## config.mk

```make
export PLATFORM = sky130hd
export DESIGN_NAME = rbt_health_tester
export DESIGN_NICKNAME = d
export VERILOG_FILES = /design/src/rtl/rbt_pkg.sv /design/src/rtl/rbt_cfg_regs.sv /design/src/rtl/rbt_run_stats.sv /design/src/rtl/rbt_count_stats.sv /design/src/rtl/rbt_health_tester.sv
export SDC_FILE = /design/constraint.sdc
export NUM_CORES = 2
export LEC_CHECK = 0
export BUFFER_PORTS_ARGS = -buffer_cell sky130_fd_sc_hd__buf_4
export CORE_UTILIZATION = 40
export DETAILED_ROUTE_END_ITERATION = 8
export SYNTH_ARGS = -nofsm -noshare
export SYNTH_HDL_FRONTEND = slang
export SYNTH_SLANG_ARGS = --single-unit
```

## constraint.sdc

```tcl
create_clock -name clk -period 6.8 [get_ports clk]
set_input_delay 1.36 -clock clk [delete_from_list [all_inputs] [get_ports clk]]
set_output_delay 1.36 -clock clk [all_outputs]
set_load 0.02 [all_outputs]
```

## src/rtl/rbt_pkg.sv

```systemverilog
package rbt_pkg;
   localparam int NCLASS   = 6;
   localparam int NRUNF    = 2 * NCLASS;
   localparam int FAILW    = 17;
   localparam int NREG     = 21;

   localparam int A_WIN    = 0;
   localparam int A_MMAX   = 1;
   localparam int A_MRNG   = 2;
   localparam int A_PMAX   = 3;
   localparam int A_PRNG   = 4;
   localparam int A_LONG   = 5;
   localparam int A_SPARSE = 6;
   localparam int A_FMIN   = 7;
   localparam int A_FMAX   = 8;
   localparam int A_RUN    = 9;

   function automatic int unsigned run_max_default(input int unsigned k);
      case (k)
         0: return 405;
         1: return 220;
         2: return 125;
         3: return 75;
         default: return 47;
      endcase
   endfunction

   function automatic int unsigned run_rng_default(input int unsigned k);
      case (k)
         0: return 178;
         1: return 122;
         2: return 88;
         3: return 64;
         default: return 46;
      endcase
   endfunction

   function automatic int unsigned cfg_default(input int unsigned idx);
      case (idx)
         A_WIN:    return 2500;
         A_MMAX:   return 1384;
         A_MRNG:   return 268;
         A_PMAX:   return 26912;
         A_PRNG:   return 2467;
         A_LONG:   return 34;
         A_SPARSE: return 63;
         A_FMIN:   return 1600;
         A_FMAX:   return 25600;
         default: begin
            if ((idx - A_RUN) % 2 == 0) return run_max_default((idx - A_RUN) / 2);
            else                        return run_rng_default((idx - A_RUN) / 2);
         end
      endcase
   endfunction

   // inclusive band check; lower edge is derived, clamped at zero
   function automatic logic in_band(input logic [31:0] val,
                                    input logic [31:0] mx,
                                    input logic [31:0] rg);
      logic [31:0] lo;
      lo = (rg > mx) ? 32'd0 : mx - rg;
      return (val >= lo) && (val <= mx);
   endfunction
endpackage

```

## src/rtl/rbt_cfg_regs.sv

```systemverilog
module rbt_cfg_regs
   import rbt_pkg::*;
#(
   parameter int DW = 16,
   parameter int AW = 5
) (
   input  logic                      clk,
   input  logic                      rst_n,
   input  logic                      cfg_we,
   input  logic [AW-1:0]             cfg_addr,
   input  logic [DW-1:0]             cfg_wdata,
   output logic [NREG-1:0][DW-1:0]   regs_q
);
   if ((1 << AW) < NREG) begin : g_bad_aw
      $error("rbt_cfg_regs: AW too small for the register file");
   end

   for (genvar i = 0; i < NREG; i++) begin : g_reg
      localparam logic [DW-1:0] RST_VAL = DW'(cfg_default(i));
      logic [DW-1:0] r;
      always_ff @(posedge clk or negedge rst_n) begin
         if (!rst_n)                                r <= RST_VAL;
         else if (cfg_we && cfg_addr == AW'(i))     r <= cfg_wdata;
      end
      assign regs_q[i] = r;

      // a write to this index is visible the next cycle
      a_r10_write_lands: assert property (@(posedge clk) disable iff (!rst_n)
         cfg_we && cfg_addr == AW'(i) |=> r == $past(cfg_wdata));
   end
endmodule

```

## src/rtl/rbt_run_stats.sv

```systemverilog
module rbt_run_stats
   import rbt_pkg::*;
#(
   parameter int CW  = 16,
   parameter int DW  = 16,
   parameter int RLW = 8
) (
   input  logic                         clk,
   input  logic                         rst_n,
   input  logic                         clr,
   input  logic                         acc,
   input  logic                         last,
   input  logic                         bit_in,
   input  logic [NCLASS-1:0][DW-1:0]    run_max,
   input  logic [NCLASS-1:0][DW-1:0]    run_rng,
   input  logic [DW-1:0]                long_lim,
   input  logic [DW-1:0]                sparse_lim,
   output logic [NRUNF-1:0]             run_fail,
   output logic                         long_fail,
   output logic                         sparse_fail
);
   localparam int CLSW = $clog2(NCLASS);

   if (RLW < 3) begin : g_bad_rlw
      $error("rbt_run_stats: RLW must cover the top length class");
   end

   logic            have_prev, prev_bit;
   logic [RLW-1:0]  run_len, cur_len;
   logic            long_seen, sparse_seen;
   logic            cont, end_a, long_hit, sparse_hit;
   logic [CLSW-1:0] cls_a, cls_b;

   function automatic logic [CLSW-1:0] len_class(input logic [RLW-1:0] l);
      if (l >= RLW'(NCLASS)) return CLSW'(NCLASS - 1);
      return CLSW'(l - RLW'(1));
   endfunction

   always_comb begin
      cont       = have_prev && (bit_in == prev_bit);
      cur_len    = cont ? ((run_len == '1) ? run_len : run_len + RLW'(1)) : RLW'(1);
      end_a      = acc && have_prev && !cont;     // previous run closes
      cls_a      = len_class(run_len);
      cls_b      = len_class(cur_len);             // run closed by window end
      long_hit   = acc && (32'(cur_len) > 32'(long_lim));
      sparse_hit = acc && !bit_in && (32'(cur_len) > 32'(sparse_lim));
   end

   assign long_fail   = long_seen   | long_hit;
   assign sparse_fail = sparse_seen | sparse_hit;

   always_ff @(posedge clk or negedge rst_n) begin
      if (!rst_n) begin
         have_prev <= 1'b0; prev_bit <= 1'b0; run_len <= '0;
         long_seen <= 1'b0; sparse_seen <= 1'b0;
      end else if (clr || last) begin
         have_prev <= 1'b0; prev_bit <= 1'b0; run_len <= '0;
         long_seen <= 1'b0; sparse_seen <= 1'b0;
      end else if (acc) begin
         have_prev   <= 1'b1;
         prev_bit    <= bit_in;
         run_len     <= cur_len;
         long_seen   <= long_seen | long_hit;
         sparse_seen <= sparse_seen | sparse_hit;
      end
   end

   for (genvar p = 0; p < 2; p++) begin : g_pol
      for (genvar k = 0; k < NCLASS; k++) begin : g_cls
         logic [CW-1:0] cnt, cnt_nx;
         logic          inc_a, inc_b;
         assign inc_a  = end_a && (prev_bit == 1'(p)) && (cls_a == CLSW'(k));
         assign inc_b  = last  && (bit_in   == 1'(p)) && (cls_b == CLSW'(k));
         assign cnt_nx = cnt + CW'(inc_a) + CW'(inc_b);
         always_ff @(posedge clk or negedge rst_n) begin
            if (!rst_n)             cnt <= '0;
            else if (clr || last)   cnt <= '0;
            else                    cnt <= cnt_nx;
         end
         assign run_fail[2*k+p] = !in_band(32'(cnt_nx), 32'(run_max[k]), 32'(run_rng[k]));
      end
   end

   // an accepted bit inside a window becomes the tracked run value
   a_r5_prev_tracks: assert property (@(posedge clk) disable iff (!rst_n)
      acc && !clr && !last |=> have_prev && prev_bit == $past(bit_in));
   // an over-long run stays recorded until the window ends
   a_r6_long_sticky: assert property (@(posedge clk) disable iff (!rst_n)
      long_seen && !clr && !last |=> long_seen);
endmodule

```

## src/rtl/rbt_count_stats.sv

```systemverilog
module rbt_count_stats
   import rbt_pkg::*;
#(
   parameter int CW = 16,
   parameter int DW = 16
) (
   input  logic            clk,
   input  logic            rst_n,
   input  logic            clr,
   input  logic            acc,
   input  logic            last,
   input  logic            bit_in,
   input  logic            osc_tick,
   input  logic [DW-1:0]   mono_max,
   input  logic [DW-1:0]   mono_rng,
   input  logic [DW-1:0]   pkr_max,
   input  logic [DW-1:0]   pkr_rng,
   input  logic [DW-1:0]   fmin,
   input  logic [DW-1:0]   fmax,
   output logic            mono_fail,
   output logic            poker_fail,
   output logic            freq_fail
);
   localparam int PW   = 2 * CW;
   localparam int NVAL = 16;

   logic [CW-1:0]            ones, ones_nx, ticks, ticks_nx;
   logic [2:0]               nib_sh;
   logic [1:0]               nib_pos;
   logic [PW-1:0]            psum, psum_nx;
   logic [NVAL-1:0][CW-1:0]  ncnt;
   logic                     nib_done;
   logic [3:0]               nib_val;

   assign nib_done = acc && (nib_pos == 2'd3);
   assign nib_val  = {nib_sh, bit_in};
   assign ones_nx  = ones + CW'(acc && bit_in);
   assign ticks_nx = (osc_tick && !clr && ticks != '1) ? ticks + CW'(1) : ticks;
   // (c+1)^2 - c^2 = 2c+1 keeps the sum of squares without a multiplier
   assign psum_nx  = nib_done ? psum + PW'({ncnt[nib_val], 1'b1}) : psum;

   assign mono_fail  = !in_band(32'(ones_nx), 32'(mono_max), 32'(mono_rng));
   assign poker_fail = !in_band(32'(psum_nx), 32'(pkr_max), 32'(pkr_rng));
   assign freq_fail  = (32'(ticks_nx) < 32'(fmin)) || (32'(ticks_nx) > 32'(fmax));

   always_ff @(posedge clk or negedge rst_n) begin
      if (!rst_n) begin
         ones <= '0; ticks <= '0; psum <= '0; nib_sh <= '0; nib_pos <= '0;
      end else if (clr || last) begin
         ones <= '0; ticks <= '0; psum <= '0; nib_sh <= '0; nib_pos <= '0;
      end else begin
         ones  <= ones_nx;
         ticks <= ticks_nx;
         psum  <= psum_nx;
         if (acc) begin
            nib_pos <= nib_pos + 2'd1;
            nib_sh  <= {nib_sh[1:0], bit_in};
         end
      end
   end

   for (genvar v = 0; v < NVAL; v++) begin : g_nib
      always_ff @(posedge clk or negedge rst_n) begin
         if (!rst_n)                          ncnt[v] <= '0;
         else if (clr || last)                ncnt[v] <= '0;
         else if (nib_done && nib_val == 4'(v)) ncnt[v] <= ncnt[v] + CW'(1);
      end
   end

   // the poker sum never shrinks inside a window
   a_r8_psum_grows: assert property (@(posedge clk) disable iff (!rst_n)
      !clr && !last |=> psum >= $past(psum));
   // the ones count moves by at most one per cycle inside a window
   a_r4_ones_step: assert property (@(posedge clk) disable iff (!rst_n)
      !clr && !last |=> (ones == $past(ones)) || (ones == $past(ones) + CW'(1)));
endmodule

```

## src/rtl/rbt_health_tester.sv

```systemverilog
module rbt_health_tester
   import rbt_pkg::*;
#(
   parameter int CW  = 16,
   parameter int DW  = 16,
   parameter int AW  = 5,
   parameter int RLW = 8
) (
   input  logic               clk,
   input  logic               rst_n,
   input  logic               bit_valid,
   input  logic               bit_in,
   input  logic               osc_tick,
   input  logic               cfg_we,
   input  logic [AW-1:0]      cfg_addr,
   input  logic [DW-1:0]      cfg_wdata,
   output logic               done,
   output logic               pass,
   output logic [FAILW-1:0]   fail_vec
);
   if (CW < 12 || CW > 16) begin : g_bad_cw
      $error("rbt_health_tester: CW must lie in 12..16");
   end
   if (DW < 15 || DW > 32) begin : g_bad_dw
      $error("rbt_health_tester: DW must lie in 15..32");
   end

   logic [NREG-1:0][DW-1:0]   regs_q;
   logic [NCLASS-1:0][DW-1:0] run_max, run_rng;
   logic [CW-1:0]             wcnt;
   logic                      acc, last;
   logic [NRUNF-1:0]          run_fail;
   logic                      long_fail, sparse_fail, mono_fail, poker_fail, freq_fail;
   logic [FAILW-1:0]          fail_now;

   rbt_cfg_regs #(.DW(DW), .AW(AW)) u_cfg (
      .clk(clk), .rst_n(rst_n), .cfg_we(cfg_we), .cfg_addr(cfg_addr),
      .cfg_wdata(cfg_wdata), .regs_q(regs_q));

   for (genvar k = 0; k < NCLASS; k++) begin : g_lim
      assign run_max[k] = regs_q[A_RUN + 2*k];
      assign run_rng[k] = regs_q[A_RUN + 2*k + 1];
   end

   assign acc  = bit_valid && !cfg_we;
   assign last = acc && ((32'(wcnt) + 32'd1) >= 32'(regs_q[A_WIN]));

   always_ff @(posedge clk or negedge rst_n) begin
      if (!rst_n)              wcnt <= '0;
      else if (cfg_we || last) wcnt <= '0;
      else if (acc)            wcnt <= wcnt + CW'(1);
   end

   rbt_run_stats #(.CW(CW), .DW(DW), .RLW(RLW)) u_runs (
      .clk(clk), .rst_n(rst_n), .clr(cfg_we), .acc(acc), .last(last), .bit_in(bit_in),
      .run_max(run_max), .run_rng(run_rng),
      .long_lim(regs_q[A_LONG]), .sparse_lim(regs_q[A_SPARSE]),
      .run_fail(run_fail), .long_fail(long_fail), .sparse_fail(sparse_fail));

   rbt_count_stats #(.CW(CW), .DW(DW)) u_counts (
      .clk(clk), .rst_n(rst_n), .clr(cfg_we), .acc(acc), .last(last), .bit_in(bit_in),
      .osc_tick(osc_tick),
      .mono_max(regs_q[A_MMAX]), .mono_rng(regs_q[A_MRNG]),
      .pkr_max(regs_q[A_PMAX]), .pkr_rng(regs_q[A_PRNG]),
      .fmin(regs_q[A_FMIN]), .fmax(regs_q[A_FMAX]),
      .mono_fail(mono_fail), .poker_fail(poker_fail), .freq_fail(freq_fail));

   assign fail_now = {freq_fail, mono_fail, poker_fail, long_fail, sparse_fail, run_fail};

   always_ff @(posedge clk or negedge rst_n) begin
      if (!rst_n) begin
         done <= 1'b0; pass <= 1'b0; fail_vec <= '0;
      end else begin
         done <= last;
         if (last) begin
            fail_vec <= fail_now;
            pass     <= ~|fail_now;
         end
      end
   end

   // a completion pulse always follows an accepted bit
   a_r2_done_after_bit: assert property (@(posedge clk) disable iff (!rst_n)
      done |-> $past(acc));
   // a configuration write never closes a window
   a_r10_cfg_restart: assert property (@(posedge clk) disable iff (!rst_n)
      cfg_we |=> !done);
   // pass agrees with the published vector
   a_r11_pass_match: assert property (@(posedge clk) disable iff (!rst_n)
      done |-> (pass == (fail_vec == '0)));
   // results hold between window closes
   a_r11_hold: assert property (@(posedge clk) disable iff (!rst_n)
      !last |=> $stable(fail_vec) && $stable(pass));
endmodule

```

==> summary.md <==
| Metric | Value |
|---|---|
| Run status | finished clean |
| Clock slew at reported path FFs | 0.06 ns |
| Drt pass-1 iters | 6 |
| Clk_skew | 0.0735 ns |
| Clk sinks | 899 |
| Cell area after layout | 70600 sq um |
| Die ar. | 153000 sq um |
| Worst Setup Start Kind | flop |
| Sequential Power Share | 0.341 |
| P_sw | 6.19 mW |
| Worst skew pair latency | 0.76 ns |
| Die height | 391 um |
| GP Congestion | 0.896 |
| Sequential-to-total area share from yosys stat | 0.373 |
| Syn Inst Count | 6281 |
| DR vias/cell | 5.40 |
| Max Cap Viol | 0 |
| Worst path buffer plus inverter count | 2 |
| Slew of the pin with the lowest slew margin | 1.17 ns |
| Switch share | 0.340 |
| Vias in the first global route | 47300 |
| Final hold slack | 0.488 ns |
| Fin. max-slew vios | 0 |
| Yosys reg bits | 899 |
| Worst Setup Slack post-DPL | -0.727 ns |
| WL/cell | 19.2 um |
| Layout cells sized above 1 | 0.180 |
| Final Cycle Share | 0.969 |
| CTS H-tree depth | 3 |
| Hold WC Path Type | flop to flop |
| Global-route wire length before repair | 266000 um |
| Horiz. Die Dim | 391 um |
| Number of distinct library cells after synthesis | 89 |
| WL final | 168000 um |
| Number of buffers created by CTS | 106 |
| Syn Nets | 7042 |
| Post-synth EDFFs | 0 |
| Grt met2 use | 0.357 |
| Drt initial violations | 2838 |
| Hold path depth | 1 |
| CTS max path bufs | 3 |
| Internal power | 12.0 mW |
| Synth async-reset ratio | 1.00 |
| Top cell type's share of synthesized area | 0.334 |
| Synth top cells by count | dfrtp_1, ha_1, nand2_1 |
| Clock Power Share | 0.339 |
| Total congestion overflow | 0 |
| Gr busiest metal | met2 |
| PwrDens | 258 nW/um^2 |
| Met1 global-route usage | 0.309 |
| Most frequent cell after synthesis | dfrtp_1 |
| IO Pins | 46 |
| Worst Slack Setup Final | 0.212 ns |
| Setup violators final | 0 |
| Leak | 33.8 nW |
| Peak fanout along the critical path | 4 |
| Ranking of synthesized cells by area | dfrtp_1, ha_1, mux2_2 |
| CTS root buf | clkbuf_16 |
| Initial antenna violation count | 9 |
| Area Growth Syn to Fin | 16.4% |
| Syn_area_per_cell | 9.66 sq um |
| Critical path endpoint category | flop |
| Critical path depth | 31 |
| Vias | 47300 |
| Relative slew margins | 0.220 |
| Yosys warnings | 0 |
| Num rows | 142 |
| CP peak stage delay | 0.56 ns |
| Remaining antenna violation count | 0 |
| Core ar. | 150000 sq um |
| Arrival time at the worst endpoint | 7.25 ns |
| Slowest CP cell | or4_1 |
| Port buffer count | 45 |
| Initial Utilization | 0.404 |
| Post-synth top area cell | dfrtp_1 |
| Sequential cell area | 22600 sq um |
| Largest net degree at the start of global routing | 180 |
| Worst setup path class | flop to flop |
| Multi-input logic area | 36500 sq um |
| Peak Freq | 152 MHz |
| Routing usage on met3 | 0.0253 |
| CTS tree | built |
| Comb power frac | 0.320 |
| GRT Util Overall | 0.220 |
| Top cell family by delay on the critical path | simple AND/OR/NAND/NOR gates |
| Detailed Place HPWL | 123000 um |
| Syn Std Cell Area | 60700 sq um |
| DP Area | 66000 sq um |
| Hold Vio Cnt, Final | 0 |
| Layout Nets | 7406 |
| Final min period | 6.59 ns |
| Post-synth top flop | dfrtp_1 |
| IR drop worst, VDD | 0.000203 V |
| Fillcell total | 14100 |
| Required time of the worst setup path | 7.47 ns |
| R2R depth | 31 |
| DR DRC count | 0 |
[registers in the layout (all words and copies together), names as in the netlist, 3 cells and up]
signal                  cells
u_counts.ncnt             256
wcnt                       16
u_counts.nib_sh             3
u_counts.ticks             16
fail_vec                   17
u_counts.ones              16
u_runs.run_len              8
u_runs.g_pol.g_cls.cnt    192
u_cfg.g.r                 336
u_counts.psum              32
[stage by stage]
step	total power, mW	cells	util	setup TNS (ns)
6_report	18.2	8754	0.470	0
5_1_grt	19.3	8751	0.470	-0.0471
4_1_cts	18.3	8739	0.466	0
3_5_place_dp	12.0	8540	0.440	-2.33
3_3_place_gp	11.9	8540	0.440	-1.88
2_1_floorplan	10.2	6281	-	0
[final timing paths]
path | startpoint | to | slack (ns)
worst min-delay path | fail_vec[3] | fail_vec[3] | 0.49
worst max register to register | wcnt[1] | pass | 0.21
worst min register to register | fail_vec[3] | fail_vec[3] | 0.49
worst max-delay path | wcnt[1] | pass | 0.21
min in group asynchronous | rst_n | u_runs.g_pol[0].g_cls[1].cnt[13] | 0.70
max in group asynchronous | rst_n | u_cfg.g_reg[19].r[10] | 4.61
[per-layer routing]
| metal | share of wire | vias to the layer above |
|---|---|---|
| met5 | 0 | - |
| met4 | 0.025 | 0 |
| met3 | 0.046 | 220 |
| met2 | 0.46 | 935 |
| met1 | 0.47 | 23300 |
| li1 | - | 22800 |
[cells in the final DEF (no fill, tap or decap), types with 21 or more instances in the layout]
cell and instances:
a211oi_1 41, a21o_1 129, a21oi_1 238, a22o_1 23, a31oi_1 22, and2_1 265
and3_1 76, and4_1 29, buf_4 437, clkbuf_1 24, clkbuf_16 106, clkbuf_8 23
dfrtp_1 809, dfstp_2 89, ha_1 704, inv_1 438, mux2_2 232, mux4_2 80
nand2_1 554, nand2b_1 51, nand3_1 245, nand4_1 172, nor2_1 436, nor2_2 21
nor2b_1 53, nor3_1 69, o21a_1 56, o21ai_0 287, or3_1 36, xnor2_1 237
xnor2_2 22, xor2_1 290
[worst register-to-register path, delay by kind of cell, from the launching register on]
| family | cells | cell delay (ns) |
|---|---|---|
| AOI/OAI and AO/OA | 6 | 1.20 |
| adders and majority gates | 5 | 1.36 |
| DFF | 1 | 0.35 |
| xor gates and xnor gates | 2 | 0.34 |
| and+or+nand+nor | 16 | 3.05 |
| buffers and inverters | 2 | 0.21 |
[logic make-up after synthesis]
family	after synthesis	share of synthesized area
buffers and inverters	635	0.0395
AOI/OAI and AO/OA	996	0.105
DFF	899	0.373
and+or+nand+nor	2149	0.175
xor gates and xnor gates	551	0.0796
muxes	317	0.0736
adders and majority gates	734	0.154
[power groups by stage]
stage,sequential [mW],combinational (mW),clock [mW]
final,6.20,5.82,6.17
after global routing,6.25,6.53,6.55
after CTS,6.20,5.79,6.33
after detailed placement,6.29,5.71,0
after global placement,6.27,5.60,0
after floorplan,6.24,4.00,0
[final cells by class]
cell class,instances,share of cell area
Sequential cell,899,0.320
Clock inverter,45,0.0105
Tap cell,2016,0.0357
Antenna cell,3,0.000106
Inverter,441,0.0234
Timing Repair Buffer,450,0.0500
Clock buffer,153,0.0433
Multi-Input combinational cell,4747,0.517
[timing repair]
action | 4_1_cts | 5_1_grt
resized for setup | 33 | 140
pin swaps | 7 | 63
setup endpoints to repair | 5 | 11
hold buffers | 0 | 0
setup buffers | 1 | 12
Power figures use the tool's default switching activity.
